**config.mk**
```make
export PLATFORM = sky130hd
export DESIGN_NAME = rxo_serial_out
export DESIGN_NICKNAME = d
export VERILOG_FILES = /design/src/rtl/rxo_pkg.sv /design/src/rtl/rxo_ctrl.sv /design/src/rtl/rxo_len_cnt.sv /design/src/rtl/rxo_bit_drive.sv /design/src/rtl/rxo_serial_out.sv
export SDC_FILE = /design/constraint.sdc
export NUM_CORES = 1
export LEC_CHECK = 0
export BUFFER_PORTS_ARGS = -buffer_cell sky130_fd_sc_hd__buf_2
export CELL_PAD_IN_SITES_DETAIL_PLACEMENT = 0
export CELL_PAD_IN_SITES_GLOBAL_PLACEMENT = 2
export CORE_ASPECT_RATIO = 1.4
export CORE_MARGIN = 5
export CORE_UTILIZATION = 28
export CTS_CLUSTER_DIAMETER = 60
export DETAILED_ROUTE_END_ITERATION = 16
export HOLD_SLACK_MARGIN = 0.12
export PLACE_DENSITY_LB_ADDON = 0.1
export SYNTH_ARGS = -nofsm -noshare
export SYNTH_HDL_FRONTEND = slang
export SYNTH_SLANG_ARGS = --single-unit
```
**constraint.sdc**
```tcl
create_clock -name clk -period 2.2 [get_ports clk]
set_input_delay 0.33 -clock clk [delete_from_list [all_inputs] [get_ports clk]]
set_output_delay 0.33 -clock clk [all_outputs]
set_load 0.05 [all_outputs]
```
**src/rtl/rxo_pkg.sv**
```systemverilog
package rxo_pkg;
  typedef enum logic [1:0] {
    ST_OFF   = 2'd0,
    ST_ACQ   = 2'd1,
    ST_DATA  = 2'd2,
    ST_CLOSE = 2'd3
  } rxo_state_e;
endpackage

```
**src/rtl/rxo_ctrl.sv**
```systemverilog
module rxo_ctrl
  import rxo_pkg::*;
(
  input  logic       clk,
  input  logic       rst,
  input  logic       rx_en,
  input  logic       sync_ok,
  input  logic       qual_ok,
  input  logic       stop_req,
  input  logic       last_fire,
  output logic       run,
  output logic       start,
  output logic       frame_q
);
  rxo_state_e state, nxt;
  logic       sync_seen;
  logic       sync_now;

  assign sync_now = sync_seen | sync_ok;

  always_comb begin
    nxt = state;
    if (!rx_en) begin
      nxt = ST_OFF;
    end else begin
      case (state)
        ST_OFF:   nxt = ST_ACQ;
        ST_ACQ:   if (sync_now && qual_ok) nxt = ST_DATA;
        ST_DATA:  begin
          if (stop_req)       nxt = ST_ACQ;
          else if (last_fire) nxt = ST_CLOSE;
        end
        default:  nxt = ST_ACQ;
      endcase
    end
  end

  assign run   = rx_en && (state == ST_DATA) && !stop_req;
  assign start = (state == ST_ACQ) && (nxt == ST_DATA);

  always_ff @(posedge clk) begin
    if (rst) begin
      state     <= ST_OFF;
      sync_seen <= 1'b0;
      frame_q   <= 1'b0;
    end else begin
      state     <= nxt;
      sync_seen <= (state == ST_ACQ) && (nxt == ST_ACQ) && sync_now;
      frame_q   <= (nxt == ST_DATA) || (nxt == ST_CLOSE);
    end
  end
endmodule

```
**src/rtl/rxo_len_cnt.sv**
```systemverilog
module rxo_len_cnt #(
  parameter int LEN_W = 16
) (
  input  logic             clk,
  input  logic             rst,
  input  logic             load,
  input  logic [LEN_W-1:0] len_in,
  input  logic             dec,
  output logic             at_one
);
  localparam logic [LEN_W-1:0] ONE = LEN_W'(1);
  logic [LEN_W-1:0] cnt_q;

  assign at_one = (cnt_q == ONE);

  always_ff @(posedge clk) begin
    if (rst) begin
      cnt_q <= '0;
    end else if (load) begin
      cnt_q <= len_in;
    end else if (dec && (cnt_q != '0)) begin
      cnt_q <= cnt_q - ONE;
    end
  end
endmodule

```
**src/rtl/rxo_bit_drive.sv**
```systemverilog
module rxo_bit_drive (
  input  logic clk,
  input  logic rst,
  input  logic run,
  input  logic bit_valid,
  input  logic bit_in,
  input  logic at_one,
  output logic accept,
  output logic last_fire,
  output logic bclk_q,
  output logic data_q
);
  logic pend_q;
  logic last_q;

  assign accept    = run && !pend_q && bit_valid;
  assign last_fire = pend_q && last_q;

  always_ff @(posedge clk) begin
    if (rst || !run) begin
      bclk_q <= 1'b0;
      data_q <= 1'b0;
      pend_q <= 1'b0;
      last_q <= 1'b0;
    end else if (pend_q) begin
      bclk_q <= 1'b1;
      pend_q <= 1'b0;
    end else if (bit_valid) begin
      data_q <= bit_in;
      bclk_q <= 1'b0;
      pend_q <= 1'b1;
      last_q <= at_one;
    end else begin
      bclk_q <= 1'b0;
    end
  end
endmodule

```
**src/rtl/rxo_serial_out.sv**
```systemverilog
module rxo_serial_out #(
  parameter int LEN_W = 16
) (
  input  logic             clk,
  input  logic             rst,
  input  logic             rx_en,
  input  logic             sync_ok,
  input  logic             qual_ok,
  input  logic             link_lost,
  input  logic             data_end,
  input  logic             bit_valid,
  input  logic             bit_in,
  input  logic [LEN_W-1:0] len_bits,
  output logic             rx_bclk,
  output logic             rx_data,
  output logic             rx_frame
);
  logic run, start, accept, last_fire, at_one, stop_req;

  assign stop_req = link_lost | data_end;

  rxo_ctrl u_ctrl (
    .clk       (clk),
    .rst       (rst),
    .rx_en     (rx_en),
    .sync_ok   (sync_ok),
    .qual_ok   (qual_ok),
    .stop_req  (stop_req),
    .last_fire (last_fire),
    .run       (run),
    .start     (start),
    .frame_q   (rx_frame)
  );

  rxo_len_cnt #(.LEN_W(LEN_W)) u_len (
    .clk    (clk),
    .rst    (rst),
    .load   (start),
    .len_in (len_bits),
    .dec    (accept),
    .at_one (at_one)
  );

  rxo_bit_drive u_drv (
    .clk       (clk),
    .rst       (rst),
    .run       (run),
    .bit_valid (bit_valid),
    .bit_in    (bit_in),
    .at_one    (at_one),
    .accept    (accept),
    .last_fire (last_fire),
    .bclk_q    (rx_bclk),
    .data_q    (rx_data)
  );
endmodule

```
# After elaboration in Yosys (flattened, before gate mapping)
# Index checks and enable logic that the tools add are counted.
[op_classes]
n_mux = 9
shifts = 0
eq_ne = 6
multipliers = 0
n_reduce_logical = 19
bitwise = 3
magnitude_cmp = 0
add_sub_neg = 1
div = 0
[op_table]
columns = ["cell", "n"]
rows = [
  ["2-to-1 mux 16 bit", 2],
  ["equality test 16 x 1 -> 1 bit (second input constant)", 1],
  ["nonzero test 16 bit", 1],
  ["subtractor 16 x 1 -> 16 bit (second input constant)", 1],
  ["logical AND 1 bit", 10],
  ["2-to-1 mux 2 bit", 4],
  ["equality test 2 bit (second input constant)", 3],
  ["equality test 2 x 1 -> 1 bit (second input constant)", 2],
  ["case mux 2 bit (2 select lines)", 1],
  ["zero test 1 bit", 3],
  ["logical OR 1 bit", 2],
  ["2-to-1 mux 1 bit", 2],
  ["OR 1 bit", 2],
  ["AND reduction 2 bit", 1],
  ["nonzero test 2 bit", 1],
  ["OR reduction 2 bit", 1],
  ["NOT 1 bit", 1],
]
[totals]
latchBits = 0
mem_count = 0
input_bits = 25
ramBits = 0
regBits = 24
romBits = 0

# Logic depth before layout (Yosys ltp)
[depth]
word_depth = 8
mapped_depth = 8
mapped_depth_nobuf = 7

# By module
# A second synthesis with hierarchy kept.
[unflattened]
hier_cells = 163
hier_area_um2 = 1405.1
[by_module_without_submodules]
columns = ["module", "cells_per_inst", "area_each_um2", "instances"]
rows = [
  ["rxo_len_cnt", 124, 1019.7, 1],
  ["rxo_ctrl", 23, 221.5, 1],
  ["rxo_bit_drive", 15, 157.7, 1],
  ["rxo_serial_out", 1, 6.3, 1],
]

# Worst setup path after synthesis
# OpenSTA, ideal clock, no wires.
[synth_path]
path_kind = "reg-to-reg"
startpoint = "register u_ctrl.state[0]"
endpoint = "register u_len.cnt_q[15]"
t_arrival_ps = 2201
setup_slack_ps = -91
stages_incl_launch_ff = 8
cell_sequence = "dfxtp_1 > inv_1 > ha_1 > or3b_4 > nor4_4 > nand3_2 > or4_1 > a311oi_1"
[synth_via]
elab_chain_cells = 7
[synth_rtl]
columns = ["element", "line_no", "source"]
rows = [
  ["start, declared", "rxo_ctrl.sv:15", "rxo_state_e state, nxt;"],
  ["start signal, assigned", "rxo_ctrl.sv:47", "state <= nxt;"],
  ["2-to-1 mux 2 bit / equality test 2 bit (equally long branches)", "rxo_ctrl.sv:31, rxo_ctrl.sv:26, rxo_ctrl.sv:38", ""],
  ["2-to-1 mux 2 bit / logical AND 1 bit (equally long branches)", "rxo_ctrl.sv:30, rxo_ctrl.sv:38", ""],
  ["case mux 2 bit (2 select lines) / logical AND 1 bit (equally long branches)", "rxo_ctrl.sv:26, rxo_ctrl.sv:38", ""],
  ["2-to-1 mux 2 bit / logical AND 1 bit (equally long branches)", "rxo_ctrl.sv:23, rxo_bit_drive.sv:16", ""],
  ["equality test 2 bit / logical AND 1 bit (equally long branches)", "rxo_ctrl.sv:39, rxo_bit_drive.sv:16", ""],
  ["logical AND 1 bit, on equally long branches", "rxo_ctrl.sv:39, rxo_len_cnt.sv:21", ""],
  ["2-to-1 mux 16 bit / nonzero test 2 bit (equally long branches)", "-", ""],
  ["end signal, assigned", "rxo_len_cnt.sv:20", "cnt_q <= len_in;"],
  ["end signal, assigned", "rxo_len_cnt.sv:22", "cnt_q <= cnt_q - ONE;"],
  ["end, declared", "rxo_len_cnt.sv:12", "logic [LEN_W-1:0] cnt_q;"],
]
# Parallel ways exist; a longest one is shown, timed or not.
# A chain may end at the register's enable or synchronous reset.

# Worst setup path in the final report
[layout_path]
startpoint = "register u_len.cnt_q[3]"
endpoint = "register u_len.cnt_q[15]"
[layout_via]
elab_chain_cells = 3
[layout_rtl]
columns = ["element", "line_no", "source"]
rows = [
  ["subtractor 16 x 1 -> 16 bit / nonzero test 16 bit (equally long branches)", "rxo_len_cnt.sv:22, rxo_len_cnt.sv:21", ""],
  ["2-to-1 mux 16 bit / logical AND 1 bit (equally long branches)", "rxo_len_cnt.sv:21", "end else if (dec && (cnt_q != '0)) begin"],
  ["2-to-1 mux 16 bit / nonzero test 2 bit (equally long branches)", "-", ""],
]
# Parallel ways exist; a longest one is shown, timed or not. The select of a mux whose other input is x is not followed.

==> results_dict.tcl <==
set metrics [dict create \
    outcome "finished clean" \
    dieWidth_um 68.6 \
    finalCritPeriodShare_pct 95.4 \
    synthArstFlopShare_pct 0 \
    worstHoldStart "bit_in" \
    ys_warn_count 0 \
    finalWeightedCongestion 0.712 \
    rsz0062_at_grt "true" \
    num-fill-cells 542 \
    rows 30 \
    seq_power_share_pct 53.9 \
    syn_inst 155 \
    start_util_pct 28.3 \
    netlist.area_leader.share_pct 35.7 \
    synth_edf_count 0 \
    crit_family "simple AND/OR/NAND/NOR gates" \
    total_power_mw 0.816 \
    p_int_mw 0.629 \
    antenna_found_initial 0 \
    avgViaCountPerCell 5.03 \
    clkTransAtPathRegs_ns 0.09 \
    r2r-end "u_len.cnt_q[15]$_SDFFE_PP0P_" \
    critPathCaptureType "flip-flop" \
    use_met1_pct 13.1 \
    post-route-drc-count 0 \
    num_vias 1293 \
    met2_usage_pct 22.9 \
    cp-start-kind "flip-flop" \
    max_stage_delay_ns 0.54 \
    ys_seq_elements 24 \
    reg2reg_depth 5 \
    grt_max_degree 21 \
    hold-path-cell-count 3 \
    switching_share_pct 22.9 \
    switchingPower_mw 0.187 \
    power_density_nw_per_um2 475 \
    dpl_cell_area_um2 1630 \
    hold_buffers 0 \
    path_max_fanout 6 \
    r2r_slack_ns 0.10 \
    slew-limit-headroom_pct 65.3 \
    grt_overflow 0 \
    setup_viol 0 \
    layout-drive-gt1-share_pct 29.5 \
    io_buffers 27 \
    syn-cell-area_um2 1350 \
    cp_num_buf_inv 0 \
    slew_violations 0 \
    grt_busiest_layer "met2" \
    wire_per_inst_um 14.1 \
    insertion_delay_ns 0.27 \
    cp.arrival_ns 2.29 \
    grt.met3_usage_pct 1.72 \
    irDropWorstVdd_mv 0.166 \
    min_to "u_drv.data_q$_SDFFE_PP0P_" \
    cap_violations 0 \
    core_um2 4770 \
    cp_cell_sequence "or4_4, nor4_4, nand3_2, or4_1, a311oi_1" \
    drt_iter0_drc 13 \
    combPwrFrac_pct 8.2 \
    clock_path_buffers 2 \
    max_freq_ghz 0.476 \
    ant_nets 0 \
    crit_path_top_delay_cell "or4_4" \
    clkPwrFrac_pct 37.9 \
    dr.pass1.iters 4 \
    finalCoreUtilization_pct 36.0 \
    finish.instance_area_um2 1720 \
    synthTopCellsByArea "dfxtp_1 36%, nor2_1 7.0%, a211oi_1 6.7%" \
    worstSetupPathType "reg -> reg" \
    h-tree-depth 1 \
    fin_nets 224 \
    required_ns 2.39 \
    die-height_um 92.1 \
    wirelength_um 3640 \
    syn_nets 185 \
    post_cts_buffers 0 \
    grt_pass1_vias 1328 \
    io_pins 28 \
    die_area_um2 6320 \
    cts_tree "done" \
    synth_top_area_cell "dfxtp_1" \
    skew_ns 0.00437 \
    p_leak_nw 0.657 \
    synth_ff_type "dfxtp_1" \
    hold_viol_final 0 \
    hold_class "in -> reg" \
    areaGrowthSynthToFinish_pct 27.5 \
    num_antenna_cells 0 \
    cts_sinks 24 \
    clockRootBuffer "clkbuf_8" \
    grt_use_total_pct 12.3 \
    cts_buffers 3 \
    worstMarginPinSlew_ns 0.519 \
    period_minus_slack_ns 2.10 \
    avgSynthCellArea_um2 8.69 \
    yosysSeqAreaShare_pct 35.7 \
    r2r_start "u_len.cnt_q[3]$_SDFFE_PP0P_" \
    synth.distinct_cells 43 \
    dp_hpwl_um 2810 \
    grt_pass1_wl_um 5950 \
]
[synth_stat cells, drive strengths merged (2+ instances only)]
cell type / number
a211oi: 12
nor3: 4
inv: 6
or4: 3
nand4b: 3
xor2: 9
a311oi: 4
o21ai: 2
or3b: 2
nand2: 5
mux2i: 2
nor3b: 3
nand3: 9
nor2b: 2
clkbuf: 5
nand4: 3
o31ai: 3
nor4: 5
nor2: 25
ha: 5
dfxtp: 24
and3: 2
[repair_timing]
| item | CTS | global route |
|---|---|---|
| gates resized for setup | 1 | 10 |
| pin swaps | 1 | 1 |
| cloned | 0 | 0 |
| setup endpoints to repair | 2 | 15 |
[flip-flops by register name, indices dropped and copies added, names as in the netlist]
| name | count |
|---|---|
| u_drv.data_q | 1 |
| u_drv.pend_q | 1 |
| u_len.cnt_q | 16 |
| u_ctrl.sync_seen | 1 |
| u_drv.bclk_q | 1 |
| u_ctrl.frame_q | 1 |
| u_drv.last_q | 1 |
| u_ctrl.state | 2 |
[worst max path at each step]
stage	start	end	slack, ns	depth (start not counted)
2_1_floorplan	u_ctrl.state[0]$_SDFF_PP0_	u_len.cnt_q[4]$_SDFFE_PP0P_	0.01	7
3_3_place_gp	u_ctrl.state[0]$_SDFF_PP0_	u_len.cnt_q[15]$_SDFFE_PP0P_	0.06	8
3_5_place_dp	u_ctrl.state[0]$_SDFF_PP0_	u_len.cnt_q[14]$_SDFFE_PP0P_	-0.007	7
4_1_cts	u_ctrl.state[0]$_SDFF_PP0_	u_len.cnt_q[15]$_SDFFE_PP0P_	0.01	7
5_1_grt	u_len.cnt_q[3]$_SDFFE_PP0P_	u_len.cnt_q[15]$_SDFFE_PP0P_	-0.02	5
6_report	u_len.cnt_q[3]$_SDFFE_PP0P_	u_len.cnt_q[15]$_SDFFE_PP0P_	0.10	5
[metrics by stage]
stage / setup TNS [ns] / hold slack [ns] / instances / setup slack (ns)
after floorplan: 0 / 0.455 / 155 / 0.0119
after global placement: 0 / 0.473 / 253 / 0.0583
after global routing: -0.0176 / 0.326 / 257 / -0.0176
after detailed placement: -0.0112 / 0.494 / 253 / -0.00682
final: 0 / 0.300 / 257 / 0.100
after CTS: 0 / 0.296 / 257 / 0.0141
[final cells by class]
class | count | area (um2) | area share (%)
well taps | 64 | 80.1 | 4.66
multi-input cells | 120 | 845 | 49.2
inverters | 6 | 22.5 | 1.31
flip-flops and latches | 24 | 490 | 28.6
clock buffers | 4 | 55.1 | 3.20
repair buffers | 39 | 225 | 13.1
[kinds of logic (layout without fill, tap and decap cells)]
family / count (synthesis) / count (layout) / synth area share (%)
flip-flops: 24 / 24 / 35.7
XOR/XNOR: 10 / 10 / 6.50
AO/OA/AOI/OAI: 31 / 31 / 17.8
AND/OR/NAND/NOR: 72 / 72 / 30.8
adder cells (fa/ha/maj): 5 / 5 / 4.64
buffers and inverters: 11 / 49 / 3.06
multiplexers: 2 / 2 / 1.49
[power groups by stage]
stage	combinational, mW	clock [mW]	sequential (mW)
3_3_place_gp	0.0656	0	0.451
2_1_floorplan	0.0316	0	0.450
6_report	0.0671	0.309	0.440
5_1_grt	0.0755	0.333	0.440
4_1_cts	0.0669	0.323	0.441
3_5_place_dp	0.0662	0	0.451
[worst reg2reg max path, stage by stage, from the launching register on]
cell	delay, ns
dfxtp_2	0.36
or4_4	0.54
nor4_4	0.35
nand3_2	0.11
or4_1	0.41
a311oi_1	0.26
[cell usage in the layout, fill, tap and decap left out, drive strengths merged, types with 3 or more instances in the layout]
cell    count
nand3       9
nand4b      3
nor3        4
dfxtp      24
a311oi      4
nor3b       3
nor2       25
a211oi     12
or4         3
o31ai       3
nor4        5
nand4       3
xor2        9
nand2       5
buf        39
ha          5
clkbuf      4
inv         6
[layer usage]
metal  up-vias  part of all wire (%)  wire length [um]
li1        655                     -                 -
met3         5                   3.4               125
met2        19                    55              1990
met5         -                     0                 0
met4         0                   1.7                60
met1       614                    40              1460
(Power assumes the default switching activity.)
